<file path="config.mk">
export PLATFORM = sky130hd
export DESIGN_NAME = tstate_ctrl_unit
export DESIGN_NICKNAME = d
export VERILOG_FILES = /design/src/rtl/cs_pkg.sv /design/src/rtl/cs_sequencer.sv /design/src/rtl/cs_decoder.sv /design/src/rtl/cs_regfile.sv /design/src/rtl/tstate_ctrl_unit.sv
export SDC_FILE = /design/constraint.sdc
export NUM_CORES = 1
export LEC_CHECK = 0
export CAP_MARGIN = 40
export CORE_MARGIN = 1
export CORE_UTILIZATION = 55
export CTS_CLUSTER_SIZE = 16
export DETAILED_ROUTE_END_ITERATION = 8
export DONT_BUFFER_PORTS = 1
export GPL_ROUTABILITY_DRIVEN = 0
export PLACE_DENSITY = 0.73
export SLEW_MARGIN = 20
export SYNTH_ARGS = -nofsm -noshare
export SYNTH_HDL_FRONTEND = slang
export SYNTH_SLANG_ARGS = --single-unit
</file>
<file path="constraint.sdc">
create_clock -name clk -period 2.35 [get_ports clk]
set_clock_uncertainty 0.15 [all_clocks]
set_input_delay 0.235 -clock clk [delete_from_list [all_inputs] [get_ports clk]]
set_output_delay 0.235 -clock clk [all_outputs]
set_load 0.02 [all_outputs]
</file>
<file path="src/rtl/cs_pkg.sv">
package cs_pkg;

    typedef enum logic [2:0] {
        T1 = 3'd1,
        T2 = 3'd2,
        T3 = 3'd3,
        T4 = 3'd4,
        T5 = 3'd5,
        T6 = 3'd6
    } tstate_e;

    localparam logic [2:0] MODE_IMM  = 3'd0;
    localparam logic [2:0] MODE_MOV  = 3'd1;
    localparam logic [2:0] MODE_DIR  = 3'd2;
    localparam logic [2:0] MODE_PLD  = 3'd3;
    localparam logic [2:0] MODE_PST  = 3'd4;
    localparam logic [2:0] MODE_SETC = 3'd5;

    typedef enum logic [2:0] {
        MAR_KEEP,
        MAR_PC,
        MAR_OPND,
        MAR_REG_A,
        MAR_REG_B
    } mar_src_e;

    typedef enum logic [1:0] {
        WB_NONE,
        WB_OPND,
        WB_REG_B,
        WB_BUF
    } wb_src_e;

    typedef struct packed {
        mar_src_e mar_src;
        logic     buf_from_mem;
        logic     buf_from_reg;
        logic     ir_load;
        logic     pc_inc;
        wb_src_e  wb_src;
        logic     carry_set;
        logic     rd_strobe;
        logic     wr_strobe;
    } uop_t;

endpackage

</file>
<file path="src/rtl/cs_sequencer.sv">
module cs_sequencer
    import cs_pkg::*;
(
    input  logic       clk,
    input  logic       rst,
    input  logic [2:0] mode,
    input  logic       known,
    output tstate_e    state
);

    tstate_e nxt;

    always_comb begin
        nxt = T1;
        unique case (state)
            T1: nxt = T2;
            T2: nxt = T3;
            T3: nxt = known ? T4 : T1;
            T4: begin
                if (mode == MODE_DIR || mode == MODE_PLD || mode == MODE_PST)
                    nxt = T5;
                else
                    nxt = T1;
            end
            T5: nxt = T6;
            T6: nxt = T1;
            default: nxt = T1;
        endcase
    end

    always_ff @(posedge clk) begin
        if (rst) state <= T1;
        else     state <= nxt;
    end

    AST_LAST_STATE_WRAPS: assert property (@(posedge clk) disable iff (rst)
        state == T6 |=> state == T1);
    AST_UNKNOWN_SKIPS: assert property (@(posedge clk) disable iff (rst)
        (state == T3 && !known) |=> state == T1);

endmodule

</file>
<file path="src/rtl/cs_decoder.sv">
module cs_decoder
    import cs_pkg::*;
(
    input  tstate_e    state,
    input  logic [2:0] mode,
    output uop_t       uop
);

    always_comb begin
        uop = '{mar_src: MAR_KEEP, wb_src: WB_NONE, default: 1'b0};
        unique case (state)
            T1: uop.mar_src = MAR_PC;
            T2: begin
                uop.buf_from_mem = 1'b1;
                uop.rd_strobe    = 1'b1;
            end
            T3: begin
                uop.ir_load = 1'b1;
                uop.pc_inc  = 1'b1;
            end
            T4: begin
                unique case (mode)
                    MODE_IMM:  uop.wb_src    = WB_OPND;
                    MODE_MOV:  uop.wb_src    = WB_REG_B;
                    MODE_DIR:  uop.mar_src   = MAR_OPND;
                    MODE_PLD:  uop.mar_src   = MAR_REG_B;
                    MODE_PST:  uop.mar_src   = MAR_REG_A;
                    MODE_SETC: uop.carry_set = 1'b1;
                    default:   ;
                endcase
            end
            T5: begin
                if (mode == MODE_PST) begin
                    uop.buf_from_reg = 1'b1;
                end else begin
                    uop.buf_from_mem = 1'b1;
                    uop.rd_strobe    = 1'b1;
                end
            end
            T6: begin
                if (mode == MODE_PST) uop.wr_strobe = 1'b1;
                else                  uop.wb_src    = WB_BUF;
            end
            default: ;
        endcase
    end

endmodule

</file>
<file path="src/rtl/cs_regfile.sv">
module cs_regfile #(
    parameter int W     = 8,
    parameter int SEL_W = 2,
    localparam int N    = 1 << SEL_W
) (
    input  logic             clk,
    input  logic             rst,
    input  logic             we,
    input  logic [SEL_W-1:0] wsel,
    input  logic [W-1:0]     wdata,
    input  logic [SEL_W-1:0] sel_a,
    input  logic [SEL_W-1:0] sel_b,
    output logic [W-1:0]     rd_a,
    output logic [W-1:0]     rd_b,
    output logic [N*W-1:0]   flat
);

    logic [W-1:0] q [N];

    for (genvar g = 0; g < N; g++) begin : g_reg
        always_ff @(posedge clk) begin
            if (rst)                                 q[g] <= '0;
            else if (we && wsel == SEL_W'(g))        q[g] <= wdata;
        end
        assign flat[g*W +: W] = q[g];
    end

    assign rd_a = q[sel_a];
    assign rd_b = q[sel_b];

endmodule

</file>
<file path="src/rtl/tstate_ctrl_unit.sv">
module tstate_ctrl_unit
    import cs_pkg::*;
#(
    parameter int DATA_W = 8,
    parameter int SEL_W  = 2,
    localparam int IW    = 2 * DATA_W,
    localparam int NREG  = 1 << SEL_W,
    localparam int MODE_HI = IW - 1,
    localparam int SPARE_HI = IW - 4,
    localparam int SPARE_LO = DATA_W + 2 * SEL_W
) (
    input  logic                   clk,
    input  logic                   rst,
    output logic [DATA_W-1:0]      mem_addr,
    output logic                   mem_rd,
    input  logic [IW-1:0]          mem_rdata,
    output logic                   mem_wr,
    output logic [DATA_W-1:0]      mem_wdata,
    output logic [DATA_W-1:0]      pc_o,
    output logic [2:0]             tstate_o,
    output logic                   carry_o,
    output logic [NREG*DATA_W-1:0] regs_o
);

    logic [DATA_W-1:0] pc, mar;
    logic [IW-1:0]     mbr, ir;
    logic              carry;
    tstate_e           state;
    uop_t              uop;

    // During T3 the word is still in the buffer; decode it from there.
    logic [IW-1:0]     opword;
    logic [2:0]        mode;
    logic              known;
    assign opword = (state == T3) ? mbr : ir;
    assign mode   = opword[MODE_HI -: 3];
    assign known  = (opword[SPARE_HI:SPARE_LO] == '0) && (mode <= MODE_SETC);

    logic [SEL_W-1:0]  fld_a, fld_b;
    logic [DATA_W-1:0] opnd, rd_a, rd_b, wb_data;
    logic              wb_en;
    assign fld_a = ir[DATA_W + 2*SEL_W - 1 : DATA_W + SEL_W];
    assign fld_b = ir[DATA_W + SEL_W - 1 : DATA_W];
    assign opnd  = ir[DATA_W-1:0];

    cs_sequencer u_seq (
        .clk   (clk),
        .rst   (rst),
        .mode  (mode),
        .known (known),
        .state (state)
    );

    cs_decoder u_dec (
        .state (state),
        .mode  (mode),
        .uop   (uop)
    );

    always_comb begin
        wb_en   = 1'b1;
        wb_data = '0;
        unique case (uop.wb_src)
            WB_OPND:  wb_data = opnd;
            WB_REG_B: wb_data = rd_b;
            WB_BUF:   wb_data = mbr[DATA_W-1:0];
            default:  wb_en   = 1'b0;
        endcase
    end

    cs_regfile #(.W(DATA_W), .SEL_W(SEL_W)) u_rf (
        .clk   (clk),
        .rst   (rst),
        .we    (wb_en),
        .wsel  (fld_a),
        .wdata (wb_data),
        .sel_a (fld_a),
        .sel_b (fld_b),
        .rd_a  (rd_a),
        .rd_b  (rd_b),
        .flat  (regs_o)
    );

    always_ff @(posedge clk) begin
        if (rst) begin
            pc    <= '0;
            mar   <= '0;
            mbr   <= '0;
            ir    <= '0;
            carry <= 1'b0;
        end else begin
            unique case (uop.mar_src)
                MAR_PC:    mar <= pc;
                MAR_OPND:  mar <= opnd;
                MAR_REG_A: mar <= rd_a;
                MAR_REG_B: mar <= rd_b;
                default:   ;
            endcase
            if (uop.buf_from_mem)      mbr <= mem_rdata;
            else if (uop.buf_from_reg) mbr <= {{DATA_W{1'b0}}, rd_b};
            if (uop.ir_load)   ir    <= mbr;
            if (uop.pc_inc)    pc    <= pc + 1'b1;
            if (uop.carry_set) carry <= 1'b1;
        end
    end

    assign mem_addr  = mar;
    assign mem_rd    = uop.rd_strobe;
    assign mem_wr    = uop.wr_strobe;
    assign mem_wdata = mbr[DATA_W-1:0];
    assign pc_o      = pc;
    assign tstate_o  = state;
    assign carry_o   = carry;

    AST_PC_HELD_IN_T1: assert property (@(posedge clk) disable iff (rst)
        state == T1 |=> pc == $past(pc));
    AST_PC_STEP_AFTER_T3: assert property (@(posedge clk) disable iff (rst)
        state == T3 |=> pc == ($past(pc) + 1'b1));
    AST_READ_WINDOW: assert property (@(posedge clk) disable iff (rst)
        mem_rd |-> (state == T2 || state == T5));
    AST_WRITE_WINDOW: assert property (@(posedge clk) disable iff (rst)
        mem_wr |-> (state == T6 && ir[MODE_HI -: 3] == MODE_PST));
    AST_IR_STEADY_EXEC: assert property (@(posedge clk) disable iff (rst)
        (state == T4 || state == T5) |=> $stable(ir));
    AST_CARRY_SET: assert property (@(posedge clk) disable iff (rst)
        (state == T4 && mode == MODE_SETC) |=> carry);

endmodule

</file>
### After elaboration in Yosys (flattened, before gate mapping)

Memory sizes are Yosys's and may differ from the RTL's. A register that Yosys moved wholly into a read port is not among the register bits.
Cells that the tools add are included.

| storage, ports and cells | value |
|---|---|
| flip-flop bits (word level) | 52 |
| output and inout bits | 62 |
| input port bits | 18 |
| word-level logic and storage cells | 91 |
| memories | 1 |
| memory bits (writable) | 32 |

| cells by class | value |
|---|---|
| equality and inequality tests | 21 |
| reductions and logical operators | 12 |
| bitwise gates (word level) | 5 |
| mux-type cells | 44 |
| add/sub/neg operators | 1 |
| $lt $le $gt $ge | 1 |

Memories:

| name | words | width | read ports | clocked after Yosys merged registers in | write ports | line | RTL |
|---|---|---|---|---|---|---|---|
| u_rf.q | 4 | 8 | 6 | 2 | 4 | cs_regfile.sv:18 | `logic [W-1:0] q [N];` |

Operator list:

| cell | number |
|---|---|
| 16-bit 2-to-1 mux | 3 |
| 8-bit 2-to-1 mux | 4 |
| 8-bit one-hot mux with 4 select lines | 1 |
| 8-bit one-hot mux with 3 select lines | 1 |
| 1-bit 2-to-1 mux | 21 |
| 3-bit by 2-bit equality test with 1-bit output (second input constant) | 6 |
| 3-bit equality test (second input constant) | 6 |
| 3-bit one-hot mux with 5 select lines | 1 |
| 2-bit 2-to-1 mux | 6 |
| 3-bit by 1-bit equality test with 1-bit output (second input constant) | 3 |
| 3-bit one-hot mux with 3 select lines | 1 |
| 8-bit by 1-bit adder with 8-bit output (second input constant) | 1 |
| 2-bit equality test (second input constant) | 4 |
| 2-bit one-hot mux with 2 select lines | 2 |
| 3-bit 2-to-1 mux | 2 |
| 3-bit one-hot mux with 2 select lines | 1 |
| 1-bit logical AND | 5 |
| 2-bit by 1-bit equality test with 1-bit output (second input constant) | 2 |
| 1-bit bitwise OR | 4 |
| 4-bit nonzero test | 1 |
| 3-bit less-or-equal comparator (second input constant) | 1 |
| 3-bit zero test | 1 |
| 3-bit OR reduction | 1 |
| 2-bit zero test | 1 |
| other kinds (4) | 5 |

### Depth between registers and ports, before layout

| depth | value |
|---|---|
| word-level depth | 13 |
| gate-level depth with buffers | 6 |
| gate-level depth less buffers | 4 |

### Cells and area by module

From an unflattened synthesis, not the netlist that was laid out.

| unflattened totals | value |
|---|---|
| cell total of the unflattened synthesis | 426 |
| area total of the unflattened synthesis | 4509.3 um2 |

Modules (own cells, without submodules):

| module | cells each | instances | seq. area each (um2) | area an instance (um2) |
|---|---|---|---|---|
| tstate_ctrl_unit | 278 | 1 | 980.9 | 2558.7 |
| cs_regfile | 106 | 1 | 960.9 | 1614.0 |
| cs_decoder | 27 | 1 | 0.0 | 201.4 |
| cs_sequencer | 15 | 1 | 60.1 | 135.1 |

### Least setup slack after synthesis

Ideal clock, no wire load.

| timing | value |
|---|---|
| kind | register to register |
| start | reg u_seq.state[1] |
| end | mem u_rf.q[0][0], enable pin |
| path slack | 399 ps |
| setup time | 326 ps |
| data required time | 1874 ps |
| path buffers | 1 |
| data arrival time | 1475 ps |
| cell stages (with the launch flop) | 5 |
| clock period less this slack | 1951 ps |
| cells stage by stage | dfxtp_1 > buf_4 > o21ai_0 > a211oi_1 > a21o_1 |

RTL lines:

| item | line | RTL |
|---|---|---|
| start, declared | cs_sequencer.sv:8 | `output tstate_e state` |
| start signal, assigned | cs_sequencer.sv:33 | `else state <= nxt;` |
| end, declared | cs_regfile.sv:18 |  |

==> out/summary.txt <==
status -> completed
Worst Setup Start Kind -> flop
first-pass GRT wire length -> 15820 µm
CTS Buffer Depth -> 2
grt met2 use -> 40.14%
latest clock arrival within the worst-skew pair -> 360 ps
worst path arrival time -> 2110 ps
LEAKAGE -> 0.001548 µW
Hold Path Origin -> rst
library cells used by synthesis -> 52
Avg Vias per Cell -> 6.288
CP required -> 2300 ps
clock-pin slew on the worst setup and hold paths -> 80 ps
most frequent cells in the layout -> dfxtp_1 (55), a21oi_1 (50), nand2_1 (47)
Primary FF master, synth -> dfxtp_1
hpwl dp -> 7531 µm
drt total wl -> 10430 µm
most common cell after layout, fill and taps aside -> dfxtp_1
total power -> 3183 µW
clock share of power -> 32.2%
placed insts -> 469
Synth Cell Area -> 4158 µm²
FP Rows -> 31
slew at the pin closest to its max-slew limit -> 569.8 ps
Flop pwr share -> 56.9%
crit path time final -> 2162 ps
f_max -> 0.4625 GHz
Non-Filler Instances -> 503
TNS Setup -> 0 ps
Max-Slew Margin vs Limit -> 62.01%
crit path max fanout -> 9
# setup viols final -> 0
synth top area cells -> dfxtp_1 (26%), edfxtp_1 (23%), mux4_2 (8.7%)
Detailed Routing Iterations Pass 1 -> 5
GRT overflow -> 0
antenna violations before repair -> 2
net switching power -> 902.0 µW
met3 GRT Util -> 11.54%
port bufs -> 0
area of the core region -> 7292 µm²
sequential share of the synthesized area -> 49.59%
Final nets -> 417
placed cell area -> 4199 µm²
period utilisation layout -> 92.01%
grt met1 use -> 37.67%
synthesized flop and latch total -> 87
synthesized instance count -> 390
Setup crit start -> u_seq.state[2]
RSZ-0062 raised after global routing -> false
Total GRT Usage -> 27.69%
largest net degree at the start of global routing -> 52
post-synth top area share -> 26.48%
layout cells sized above 1 -> 15.38%
htree depth -> 3
critical path endpoint category -> flop
clock sink count -> 87
largest area contributor in the netlist -> dfxtp_1
number of antenna-violating nets in the routed design -> 0
Root Driver -> clkbuf_8
reg-to-reg startpoint -> u_seq.state[2]
Fill cells -> 598
mean routed wirelength per cell -> 20.74 µm
max-slew violations -> 0
worst setup path category -> flop to flop
max cap viols -> 0
Die Span X -> 88.95 µm
via count -> 3163
internal power -> 2281 µW
DRC -> 0
worst hold slack -> 32.94 ps
Gates resized, CTS repair -> 0
Hold Violations, Final -> 0
TritonCTS Buffers -> 9
Combinational Power Share -> 10.9%
die area -> 7911 µm²
Post-synth EDFFs -> 32
ys async rst share -> 0%
pwr/cell area -> 695.5 nW/µm²
Layout area overhead -> 10.08%
average cell area after synthesis -> 10.66 µm²
die height -> 88.95 µm
Ports -> 80
Iteration-0 DRC Markers -> 217
min-delay worst type -> input port to flop
vias in the first global route -> 2902
peak supply drop -> 0.4157 mV
Ys Warns -> 0
Most Crowded Layer GR -> met2
Initial Util -> 57.02%
CTS tree -> done
syn_nets -> 409
Switching Fraction -> 28.34%
fin area -> 4577 µm²
-- area by class of cell --
type                       count  area [µm²]  area share, %
antenna                        1       2.502        0.05467
inverter                       4       15.01         0.3280
tap                           99       123.9          2.706
clock buffer                   9       123.9          2.706
timing repair buffer          31       285.3          6.233
clock inverter                 7       71.32          1.558
multi-input combinational    265        1893          41.36
sequential                    87        2062          45.05
-- what timing repair did --
| item | 4_1_cts | 5_1_grt |
|---|---|---|
| hold buffers | 17 | 0 |
| hold endpoints to repair | 55 | 0 |
| setup buffers | 0 | 0 |
-- kinds of logic (layout without fill, tap and decap cells) --
kind of cell	Yosys count	after routing	share of synthesized area (%)
flip-flops	87	87	49.59
AO/OA/AOI/OAI	104	104	16.61
adder cells (fa/ha/maj)	1	1	0.3009
buffers and inverters	38	51	4.875
XOR/XNOR	7	7	1.475
other	0	1	0
AND/OR/NAND/NOR	126	126	15.41
multiplexers	27	27	11.74
-- stage by stage --
| stage | setup slack [ps] | utilization [%] |
|---|---|---|
| 2_1_floorplan | 399.0 | - |
| 3_3_place_gp | 326.6 | 57.58 |
| 3_5_place_dp | 235.9 | 57.58 |
| 4_1_cts | 212.5 | 62.73 |
| 5_1_grt | 46.06 | 62.73 |
| 6_report | 187.8 | 62.77 |
-- power by group through the flow --
stage / logic [µW] / clock network, µW / registers, µW
floorplan: 306 / 0 / 1790
global placement: 300 / 0 / 1840
detailed placement: 306 / 0 / 1840
CTS: 345 / 1040 / 1810
global route: 381 / 1100 / 1820
finish: 348 / 1020 / 1810
-- synth_stat cells (all sizes together) (3+ instances only) --
cell type,count
dfxtp,55
a21oi,50
nand2,48
nor2,34
edfxtp,32
buf,24
mux4,16
a211oi,10
and3,10
clkbuf,10
mux2i,10
nand3,9
a221oi,8
a22oi,8
a311oi,8
a32oi,8
a21o,4
inv,4
nor3,4
o21ai,4
xor2,4
nand3b,3
nand4,3
xnor2,3
-- layer usage --
| metal | wire [µm] | share of wire, % |
|---|---|---|
| met3 | 1124 | 11 |
| met2 | 4581 | 44 |
| met4 | 188 | 1.8 |
| met5 | 13 | 0.12 |
| met1 | 4523 | 43 |
-- final timing paths --
path                  endpoint  slack [ps]  depth (start not counted)
setup / recovery  u_rf.q[2][2]         190                          5
hold / removal         mbr[11]          30                          2
setup reg to reg  u_rf.q[2][2]         190                          5
hold reg to reg          ir[9]         310                          2
-- state kept, by name, summed over array words and instances, names as in the netlist, named ones only --
signal / flops
u_rf.q: 32
mbr: 16
ir: 15
mem_addr: 8
pc_o: 8
u_seq.state: 3
carry_o: 1
-- critical path: stages, from the launching register on --
cell and delay, ps:
dfxtp_1 530, and3b_1 290, mux2i_2 170, buf_4 180, a32oi_1 440, a21oi_1 140
(Power assumes the default switching activity.)
